File: config.mk
export PLATFORM = sky130hd
export DESIGN_NAME = nibble_pair_regs
export DESIGN_NICKNAME = d
export VERILOG_FILES = /design/src/rtl/nibble_pair_regs.sv
export SDC_FILE = /design/constraint.sdc
export NUM_CORES = 1
export LEC_CHECK = 0
export ABC_AREA = 1
export BUFFER_PORTS_ARGS = -buffer_cell sky130_fd_sc_hd__buf_4
export CELL_PAD_IN_SITES_DETAIL_PLACEMENT = 1
export CELL_PAD_IN_SITES_GLOBAL_PLACEMENT = 2
export CORE_MARGIN = 10
export CORE_UTILIZATION = 24
export CTS_CLUSTER_DIAMETER = 200
export CTS_CLUSTER_SIZE = 25
export DETAILED_ROUTE_END_ITERATION = 7
export GPL_TIMING_DRIVEN = 0
export PLACE_DENSITY = 0.82
export SETUP_SLACK_MARGIN = 0.5
export SYNTH_ARGS = -nofsm -noshare
export SYNTH_HDL_FRONTEND = slang
export SYNTH_SLANG_ARGS = --single-unit
File: constraint.sdc
create_clock -name clk -period 0.8 [get_ports clk]
set_input_delay 0.08 -clock clk [delete_from_list [all_inputs] [get_ports clk]]
set_output_delay 0.08 -clock clk [all_outputs]
set_load 0.03 [all_outputs]
File: src/rtl/nibble_pair_regs.sv
module nibble_pair_regs #(
  parameter int DW        = 8,
  parameter bit HAS_MERGE = 1'b1
) (
  input  logic          clk,
  input  logic          rst,
  input  logic [DW-1:0] bus_in,
  input  logic          we_tmp,
  input  logic          we_pair,
  input  logic          we_merge,
  output logic [DW-1:0] tmp_q,
  output logic [DW-1:0] idx_lo_q,
  output logic [DW-1:0] idx_hi_q,
  output logic [DW-1:0] mrg_q,
  output logic          flag_hc,
  output logic          flag_sign,
  output logic          flag_nz,
  output logic          flag_z
);
  localparam int NW = DW / 2;

  logic [DW-1:0] tmp_r, lo_r, hi_r;
  logic [DW-1:0] pair_lo, pair_hi, merged;

  assign pair_lo = {tmp_r[NW-1:0], bus_in[NW-1:0]};
  assign pair_hi = {tmp_r[DW-1:NW], bus_in[DW-1:NW]};
  assign merged  = {bus_in[DW-1:NW], tmp_r[NW-1:0]};

  always_ff @(posedge clk) begin
    if (rst)         tmp_r <= '0;
    else if (we_tmp) tmp_r <= bus_in;
  end

  always_ff @(posedge clk) begin
    if (rst)          hi_r <= '0;
    else if (we_pair) hi_r <= pair_hi;
  end

  generate
    if (HAS_MERGE) begin : g_mrg
      logic [DW-1:0] mrg_r;
      always_ff @(posedge clk) begin
        if (rst)           mrg_r <= '0;
        else if (we_merge) mrg_r <= merged;
      end
      always_ff @(posedge clk) begin
        if (rst)          lo_r <= '0;
        else if (we_pair) lo_r <= pair_lo;
      end
      assign mrg_q = mrg_r;
    end else begin : g_nomrg
      always_ff @(posedge clk) begin
        if (rst)           lo_r <= '0;
        else if (we_merge) lo_r <= merged;
        else if (we_pair)  lo_r <= pair_lo;
      end
      assign mrg_q = '0;
    end
  endgenerate

  assign tmp_q     = tmp_r;
  assign idx_lo_q  = lo_r;
  assign idx_hi_q  = hi_r;
  assign flag_hc   = tmp_r[NW];
  assign flag_sign = tmp_r[DW-1];
  assign flag_nz   = |tmp_r;
  assign flag_z    = ~flag_nz;
endmodule


==> flow_metrics.tcl, run 1 <==
set metrics [dict create \
    outcome "finished, violations left" \
    violations "setup timing" \
    antenna_found_initial 0 \
    yosysTopAreaCell "dfxtp_1" \
    dpl.hpwl_um 3150 \
    worst_pin_slew_ps 389 \
    yosys_warnings 0 \
    cts_sinks 32 \
    maxSlewViolCount 0 \
    clock.fmax_mhz 852 \
    core.rowCount 25 \
    cts-htree-levels 2 \
    die_h_um 89.9 \
    cp_common_cell "nand2_4" \
    post_synth.cell_area_avg_um2 7.56 \
    place_congestion 0.720 \
    path_cells "inv_2 -> nand2_4 -> nor2_4 -> nand2_4 -> buf_6" \
    grt_use_total_pct 10.9 \
    period_share_pct 147 \
    gr-total-overflow 0 \
    yosysSeqAreaShare_pct 54.6 \
    crit_type "register to primary output" \
    worst-path-buf-inv 2 \
    cts_buffers 5 \
    synth_seq_cells 32 \
    cp.required_ps 720 \
    cts_tree "built" \
    synth_area_um2 1170 \
    io-pin-count 49 \
    root_buffer "clkbuf_8" \
    min_period_ps 1170 \
    p_per_area_nw_per_um2 1740 \
    grt_pass1_wl_um 7270 \
    power.leakage_nw 1.08 \
    wl_per_cell_um 15.1 \
    synth_area_leaders "dfxtp_1 (55%), nor2_1 (22%), o21ai_0 (12%), inv_1 (2.6%), buf_4 (1.9%)" \
    finalCoreUtilization_pct 51.3 \
    place.port_buffers 48 \
    die_area_um2 8080 \
    worstSetupStartpointType "register" \
    vias 1339 \
    post-route-drc-count 0 \
    synth.top_cell.area_share_pct 54.6 \
    core_um2 4720 \
    num-nets-final 249 \
    yosys.cell_types.count 12 \
    setup_viol 45 \
    maxCapViolations 0 \
    drtPass1Iterations 2 \
    start_util_pct 24.8 \
    worstPathArrival_ps 1090 \
    clockBufferDepth 2 \
    avgViaCountPerCell 4.40 \
    clk_pin_slew_worst_paths_ps 70 \
    syn_nets 168 \
    relSlewSlack_pct 74.1 \
    cp-end-kind "primary output" \
    drtAntennaViolNets 0 \
    worst_slack_ps -374 \
    hp-class "input pin to register" \
    grt_max_degree 11 \
    critPathSlowestCell "dfxtp_4" \
    area_growth_pct 107 \
    die_w_um 89.9 \
    clock_latency_ps 290 \
    path_max_fanout 4 \
    fin_skew_ps 4.96 \
    rsz0062_at_grt "true" \
    critPathMaxStageDelay_ps 370 \
    dpl_worst_slack_ps -163 \
    drive_above_1_share_pct 71.3 \
    drtIter0Drc 35 \
    power_w 0.00423 \
    hold_viol 0 \
    antennaDiodeCount 0 \
    grt_pass1_vias 1428 \
    path_delay_family "flip-flops" \
    ir_drop_mv 0.885 \
    wl_um 4580 \
    syn_inst 155 \
    hold_buffers 0 \
]
## layout make-up
type,count,area [µm²]
multi-input combinational,107,649
fill,530,2300
inverter,9,33.8
tap,67,83.8
sequential,32,761
buffer,7,63.8
clock buffer,5,68.8
clock inverter,3,13.8
timing repair buffer,74,751
## registers in the layout, summed over array words and instances (netlist names)
name	flops
tmp_q	8
idx_lo_q	8
mrg_q	8
idx_hi_q	8
## stage by stage
| stage | area (µm²) | cells | hold slack (ps) | setup TNS, ps |
|---|---|---|---|---|
| floorplan | 1310 | 155 | 214 | -67.1 |
| global placement | 1760 | 270 | 319 | -350 |
| detailed placement | 1760 | 270 | 328 | -659 |
| CTS | 2220 | 292 | 25.6 | -4120 |
| global route | 2420 | 304 | 36.3 | -5620 |
| finish | 2420 | 304 | 31.7 | -4250 |
## cell usage in the layout, fill, tap and decap left out
cell and n:
nand2_2 2, nor2_2 6, o21ai_1 10, clkbuf_4 3, buf_4 23, dfxtp_4 32
nor2_4 11, inv_2 5, buf_6 55, nor2_1 53, inv_1 4, clkinv_1 1
clkinv_2 2, o21ai_2 22, nand2_4 3, clkbuf_8 5
## routing by layer
metal / wire length, µm / global-route usage (%)
met1: 1960 / 12.5
met2: 2260 / 17.7
met3: 330 / 5.57
met4: 27 / 2.39
met5: 0 / 0
## where the power goes
group,switching [W],leakage [nW],internal (W)
sequential,0.000110,0.285,0.00168
combinational,0.000651,0.746,0.000580
clock,0.000620,0.0453,0.000590
## worst register-to-register path, stage by stage (launching register included)
cell and delay (ps):
dfxtp_4 370, buf_4 130, buf_6 120, o21ai_2 100
nor2_1 40
## synthesized netlist by cell type, drive strengths merged
cell type	n
clkbuf	2
o21ai	32
buf	5
inv	9
dfxtp	32
nor2	70
nand2	5
## repair_timing
action | in CTS | in global routing
setup endpoints to repair | 68 | 68
setup buffers | 14 | 12
pin swaps | 18 | 12
hold endpoints to repair | 0 | 0
resized for setup | 82 | 31
## cells by family after synthesis
family,count (synthesis),synth area share [%]
buf+inv,16,7.47
compound gates,32,13.7
flops,32,54.6
simple gates,75,24.2
## worst paths after layout
path | startpoint | end | slack, ps | cells past startpoint
setup / recovery | tmp_q[3]$_SDFFE_PP0P_ | flag_nz | -370 | 5
hold / removal | bus_in[0] | tmp_q[0]$_SDFFE_PP0P_ | 30 | 3
setup reg to reg | tmp_q[3]$_SDFFE_PP0P_ | tmp_q[3]$_SDFFE_PP0P_ | -70 | 4
hold reg to reg | idx_hi_q[6]$_SDFFE_PP0P_ | idx_hi_q[6]$_SDFFE_PP0P_ | 490 | 2
No activity file was read; power rests on OpenSTA's default activity.
==> run 2, diff against run 1 <==
- BUFFER_PORTS_ARGS: -buffer_cell sky130_fd_sc_hd__buf_4 -> default
- CORE_UTILIZATION: 24 -> 28
- DONT_BUFFER_PORTS: default -> 1
- PLACE_DENSITY: 0.82 -> 0.76
- clock period: 0.8 -> 0.95 ns (I/O delays scaled with it)
==> flow_metrics.tcl, run 2 (synthesis gave the netlist of run 1 again) <==
set metrics [dict create \
    worstSetupStartpointType "register" \
    hp-class "input pin to register" \
    ir_drop_mv 0.898 \
    die_area_um2 7170 \
    area_growth_pct 38.2 \
    core.rowCount 23 \
    root_buffer "clkbuf_8" \
    cp-endpoint "flag_z" \
    grt_pass1_wl_um 6130 \
    maxCapViolations 0 \
    cts-htree-levels 2 \
    worst_pin_slew_ps 299 \
    cts_buffers 5 \
    mostFrequentLayoutCell "nor2_1" \
    avgViaCountPerCell 4.73 \
    grt_use_total_pct 10.8 \
    period_share_pct 124 \
    cp-end-kind "primary output" \
    critPathMaxStageDelay_ps 400 \
    path_delay_family "flip-flops" \
    finalCoreUtilization_pct 40.2 \
    layout_common_cells "nor2_1 (58), dfxtp_4 (32), o21ai_2 (28), nor2_2 (7)" \
    maxSlewViolCount 0 \
    fin_skew_ps 2.74 \
    grt_max_degree 11 \
    clockBufferDepth 2 \
    setup_tns_ps -511 \
    drtPass1Iterations 3 \
    dpl_cell_area_um2 1380 \
    cp.required_ps 850 \
    p_per_area_nw_per_um2 1880 \
    setup_viol 4 \
    rsz0062_at_grt "true" \
    vias 1007 \
    worst-path-buf-inv 0 \
    post-route-drc-count 0 \
    cp_num_cells 3 \
    path_cells "nor2_4 -> nand2_4 -> nor2_4" \
    reg2reg_setup_slack_ps 260 \
    rr_startpoint "tmp_q[6]$_SDFFE_PP0P_" \
    drtAntennaViolNets 0 \
    design_area_um2 1620 \
    whs_ps -52.1 \
    cts_sinks 32 \
    outcome "finished, violations left" \
    worstPathArrival_ps 1090 \
    dpl_worst_slack_ps 17.5 \
    relSlewSlack_pct 80.1 \
    dpl.cell_count 205 \
    clock.fmax_mhz 847 \
    io-pin-count 49 \
    violations "hold timing, setup timing" \
    start_util_pct 29.1 \
    cts_tree "built" \
    startpoint "tmp_q[1]$_SDFFE_PP0P_" \
    dpl.hpwl_um 2820 \
    rr_endpoint "tmp_q[6]$_SDFFE_PP0P_" \
    grt_pass1_vias 1111 \
    core_um2 4030 \
    gr-total-overflow 0 \
    critPathSlowestCell "dfxtp_4" \
    worst_slack_ps -231 \
    drive_above_1_share_pct 57.1 \
    wl_per_cell_um 17.5 \
    antenna_found_initial 0 \
    reg2regPathDepth 2 \
    drtIter0Drc 20 \
    clk_pin_slew_worst_paths_ps 60 \
    num-nets-final 175 \
    min_period_ps 1180 \
    path_max_fanout 5 \
    hold_viol 26 \
    stdcell_count 213 \
    wl_um 3740 \
    die_w_um 84.7 \
    die_h_um 84.7 \
    cp_common_cell "nor2_4" \
    place_congestion 0.691 \
    clock_latency_ps 280 \
    crit_type "register to primary output" \
    power.leakage_nw 0.636 \
    place.port_buffers 0 \
    antennaDiodeCount 0 \
]
## run 2: changes by cell type in the layout (fill, tap and decap cells not counted), moves of 2 or more
cell,previous run,this run
buf_4,23,1
buf_6,55,3
clkbuf_1,0,2
clkinv_2,2,0
nor2_1,53,58
nor2_4,11,5
o21ai_1,10,4
o21ai_2,22,28
## run 2: power by group
part | leakage [nW] | internal (W) | switching (W)
logic | 0.311 | 0.000146 | 0.000201
clock network | 0.0399 | 0.000509 | 0.000465
registers | 0.285 | 0.00142 | 0.000302
## run 2: worst min path at each step
stage | start | to | slack, ps | cells after the start
6_report | bus_in[4] | tmp_q[4]$_SDFFE_PP0P_ | -50 | 2
5_1_grt | bus_in[0] | tmp_q[0]$_SDFFE_PP0P_ | -50 | 2
4_1_cts | bus_in[1] | tmp_q[1]$_SDFFE_PP0P_ | -60 | 2
3_5_place_dp | bus_in[0] | tmp_q[0]$_SDFFE_PP0P_ | 240 | 2
3_3_place_gp | bus_in[5] | idx_hi_q[1]$_SDFFE_PP0P_ | 230 | 2
2_1_floorplan | bus_in[5] | tmp_q[5]$_SDFFE_PP0P_ | 230 | 2
## run 2: worst reg2reg max path, stage by stage (launching register included)
cell and delay, ps:
dfxtp_4 450, o21ai_2 70, nor2_1 110
## run 2: per-layer routing
metal,share of wire [%],GRT usage [%]
met1,37,10.3
met2,48,17.7
met3,14,8.12
met4,1.1,3.59
met5,0,0
## run 2: per-stage QoR
step	hold slack, ps	total power (W)
6_report	-52.1	0.00304
5_1_grt	-48.3	0.00322
4_1_cts	-61.4	0.00305
3_5_place_dp	239	0.00201
3_3_place_gp	232	0.00199
2_1_floorplan	229	0.00192
## run 2: repair_timing
item                                    4_1_cts  5_1_grt
endpoints found under the hold margin        26       26
setup buffers                                 0        0
pin swaps                                    12       17
gates resized for setup                      26       27
endpoints found under the setup margin       68       68
## run 2: area by class of cell
class	count	area, µm²
Clock buffer	7	76.3
Inverter	9	33.8
Sequential cell	32	761
Multi-Input combinational cell	107	622
Clock inverter	1	3.75
Tap cell	50	62.6
Buffer	7	61.3
Fill cell	482	2410
==> run 3, diff against run 2 <==
- CELL_PAD_IN_SITES_DETAIL_PLACEMENT: 1 -> 0
- CELL_PAD_IN_SITES_GLOBAL_PLACEMENT: 2 -> 1
- CORE_UTILIZATION: 28 -> 37
- PLACE_DENSITY: 0.76 -> 0.77
==> flow_metrics.tcl, run 3 (synthesis gave the netlist of run 1 again) <==
set metrics [dict create \
    wl_um 3220 \
    wl_per_cell_um 15.6 \
    setup_viol 4 \
    die_w_um 76.3 \
    rr_endpoint "idx_lo_q[7]$_SDFFE_PP0P_" \
    drtIter0Drc 48 \
    antenna_found_initial 0 \
    violations "hold timing, setup timing" \
    avgViaCountPerCell 4.84 \
    hp-class "input pin to register" \
    gr-total-overflow 0 \
    worst-path-buf-inv 0 \
    grt_max_degree 11 \
    top_usage_layer "met2" \
    path_delay_family "flip-flops" \
    fin_skew_ps 4.64 \
    drtPass1Iterations 4 \
    worst_slack_ps -285 \
    period_share_pct 130 \
    dpl.hpwl_um 2410 \
    drtAntennaViolNets 0 \
    mostFrequentLayoutCell "nor2_1" \
    worstSetupStartpointType "register" \
    num-nets-final 175 \
    use_met1_pct 10.9 \
    cts_tree "built" \
    cp-end-kind "primary output" \
    clockBufferDepth 2 \
    worstPathArrival_ps 1140 \
    ir_drop_mv 0.778 \
    cp.required_ps 850 \
    p_per_area_nw_per_um2 1730 \
    place_congestion 0.727 \
    worst_pin_slew_ps 260 \
    setup_tns_ps -693 \
    reg2reg_setup_slack_ps 260 \
    place.port_buffers 0 \
    antennaDiodeCount 0 \
    start_util_pct 38.4 \
    power_w 0.00273 \
    rsz0062_at_grt "true" \
    clock.fmax_mhz 810 \
    critPathSlowestCell "dfxtp_4" \
    core.rowCount 20 \
    whs_ps -100 \
    hold_viol 27 \
    hold_depth 2 \
    cp_common_cell "nor2_4" \
    io-pin-count 49 \
    drive_above_1_share_pct 56.2 \
    path_cells "nor2_4 -> nand2_2 -> nor2_4" \
    die_area_um2 5820 \
    grtUsageMet3_pct 6.72 \
    dpl.cell_count 199 \
    clock_latency_ps 330 \
    critPathMaxStageDelay_ps 420 \
    core_um2 3050 \
    vias 998 \
    hold_end "tmp_q[3]$_SDFFE_PP0P_" \
    post-route-drc-count 0 \
    die_h_um 76.3 \
    maxCapViolations 0 \
    grt_pass1_wl_um 5150 \
    maxSlewViolCount 0 \
    clk_pin_slew_worst_paths_ps 90 \
    stdcell_count 206 \
    reg2regPathDepth 2 \
    grt_pass1_vias 999 \
    relSlewSlack_pct 82.6 \
    cts-htree-levels 2 \
    grt_use_total_pct 11.1 \
    area_growth_pct 34.9 \
    outcome "finished, violations left" \
    crit_type "register to primary output" \
    root_buffer "clkbuf_4" \
    min_period_ps 1240 \
    rr_startpoint "tmp_q[3]$_SDFFE_PP0P_" \
    path_max_fanout 5 \
    grtUsageMet2_pct 17.9 \
    power.leakage_nw 0.623 \
    layout_common_cells "nor2_1 (56), dfxtp_4 (32), o21ai_2 (27)" \
    cts_buffers 5 \
    cts_sinks 32 \
    min-delay-start "bus_in[3]" \
]
[run 3: report_power, final]
group / leakage, nW / total, W / switching [W] / internal, W
combinational: 0.311 / 0.000336 / 0.000192 / 0.000145
sequential: 0.285 / 0.00172 / 0.000302 / 0.00142
clock: 0.0261 / 0.000681 / 0.000423 / 0.000258
[run 3: layer usage]
metal | part of all wire [%] | up-vias
li1 | - | 505
met3 | 11 | 7
met1 | 37 | 454
met2 | 50 | 32
met5 | 0 | -
met4 | 2.0 | 0
[run 3: through the flow]
stage | setup slack, ps | util (%) | hold slack, ps | area, µm²
floorplan | 94.4 | - | 229 | 1310
global placement | 23.0 | 44.8 | 230 | 1370
detailed placement | 24.7 | 44.8 | 237 | 1370
CTS | -320 | 48.0 | -109 | 1470
global route | -345 | 51.8 | -118 | 1580
finish | -285 | 51.8 | -100 | 1580
[run 3: worst max-delay path by stage]
| stage | cells past startpoint | to | startpoint | slack, ps |
|---|---|---|---|---|
| 6_report | 3 | flag_z | tmp_q[5]$_SDFFE_PP0P_ | -290 |
| 3_3_place_gp | 3 | flag_z | tmp_q[0]$_SDFFE_PP0P_ | 20 |
| 3_5_place_dp | 3 | flag_z | tmp_q[0]$_SDFFE_PP0P_ | 20 |
| 5_1_grt | 3 | flag_z | tmp_q[7]$_SDFFE_PP0P_ | -350 |
| 2_1_floorplan | 3 | flag_z | tmp_q[5]$_SDFFE_PP0P_ | 90 |
| 4_1_cts | 3 | flag_z | tmp_q[1]$_SDFFE_PP0P_ | -320 |
[run 3: layout make-up]
type	instances	area [µm²]
fill	315	1470
sequential	32	761
multi-input combinational	107	626
buffer	7	61.3
tap	44	55.1
clock buffer	5	37.5
inverter	9	33.8
clock inverter	2	7.51
[run 3: what timing repair did]
action	CTS	global route
endpoints found under the setup margin	68	68
pin swaps	16	19
endpoints found under the hold margin	27	27
setup buffers	0	0
resized for setup	18	34
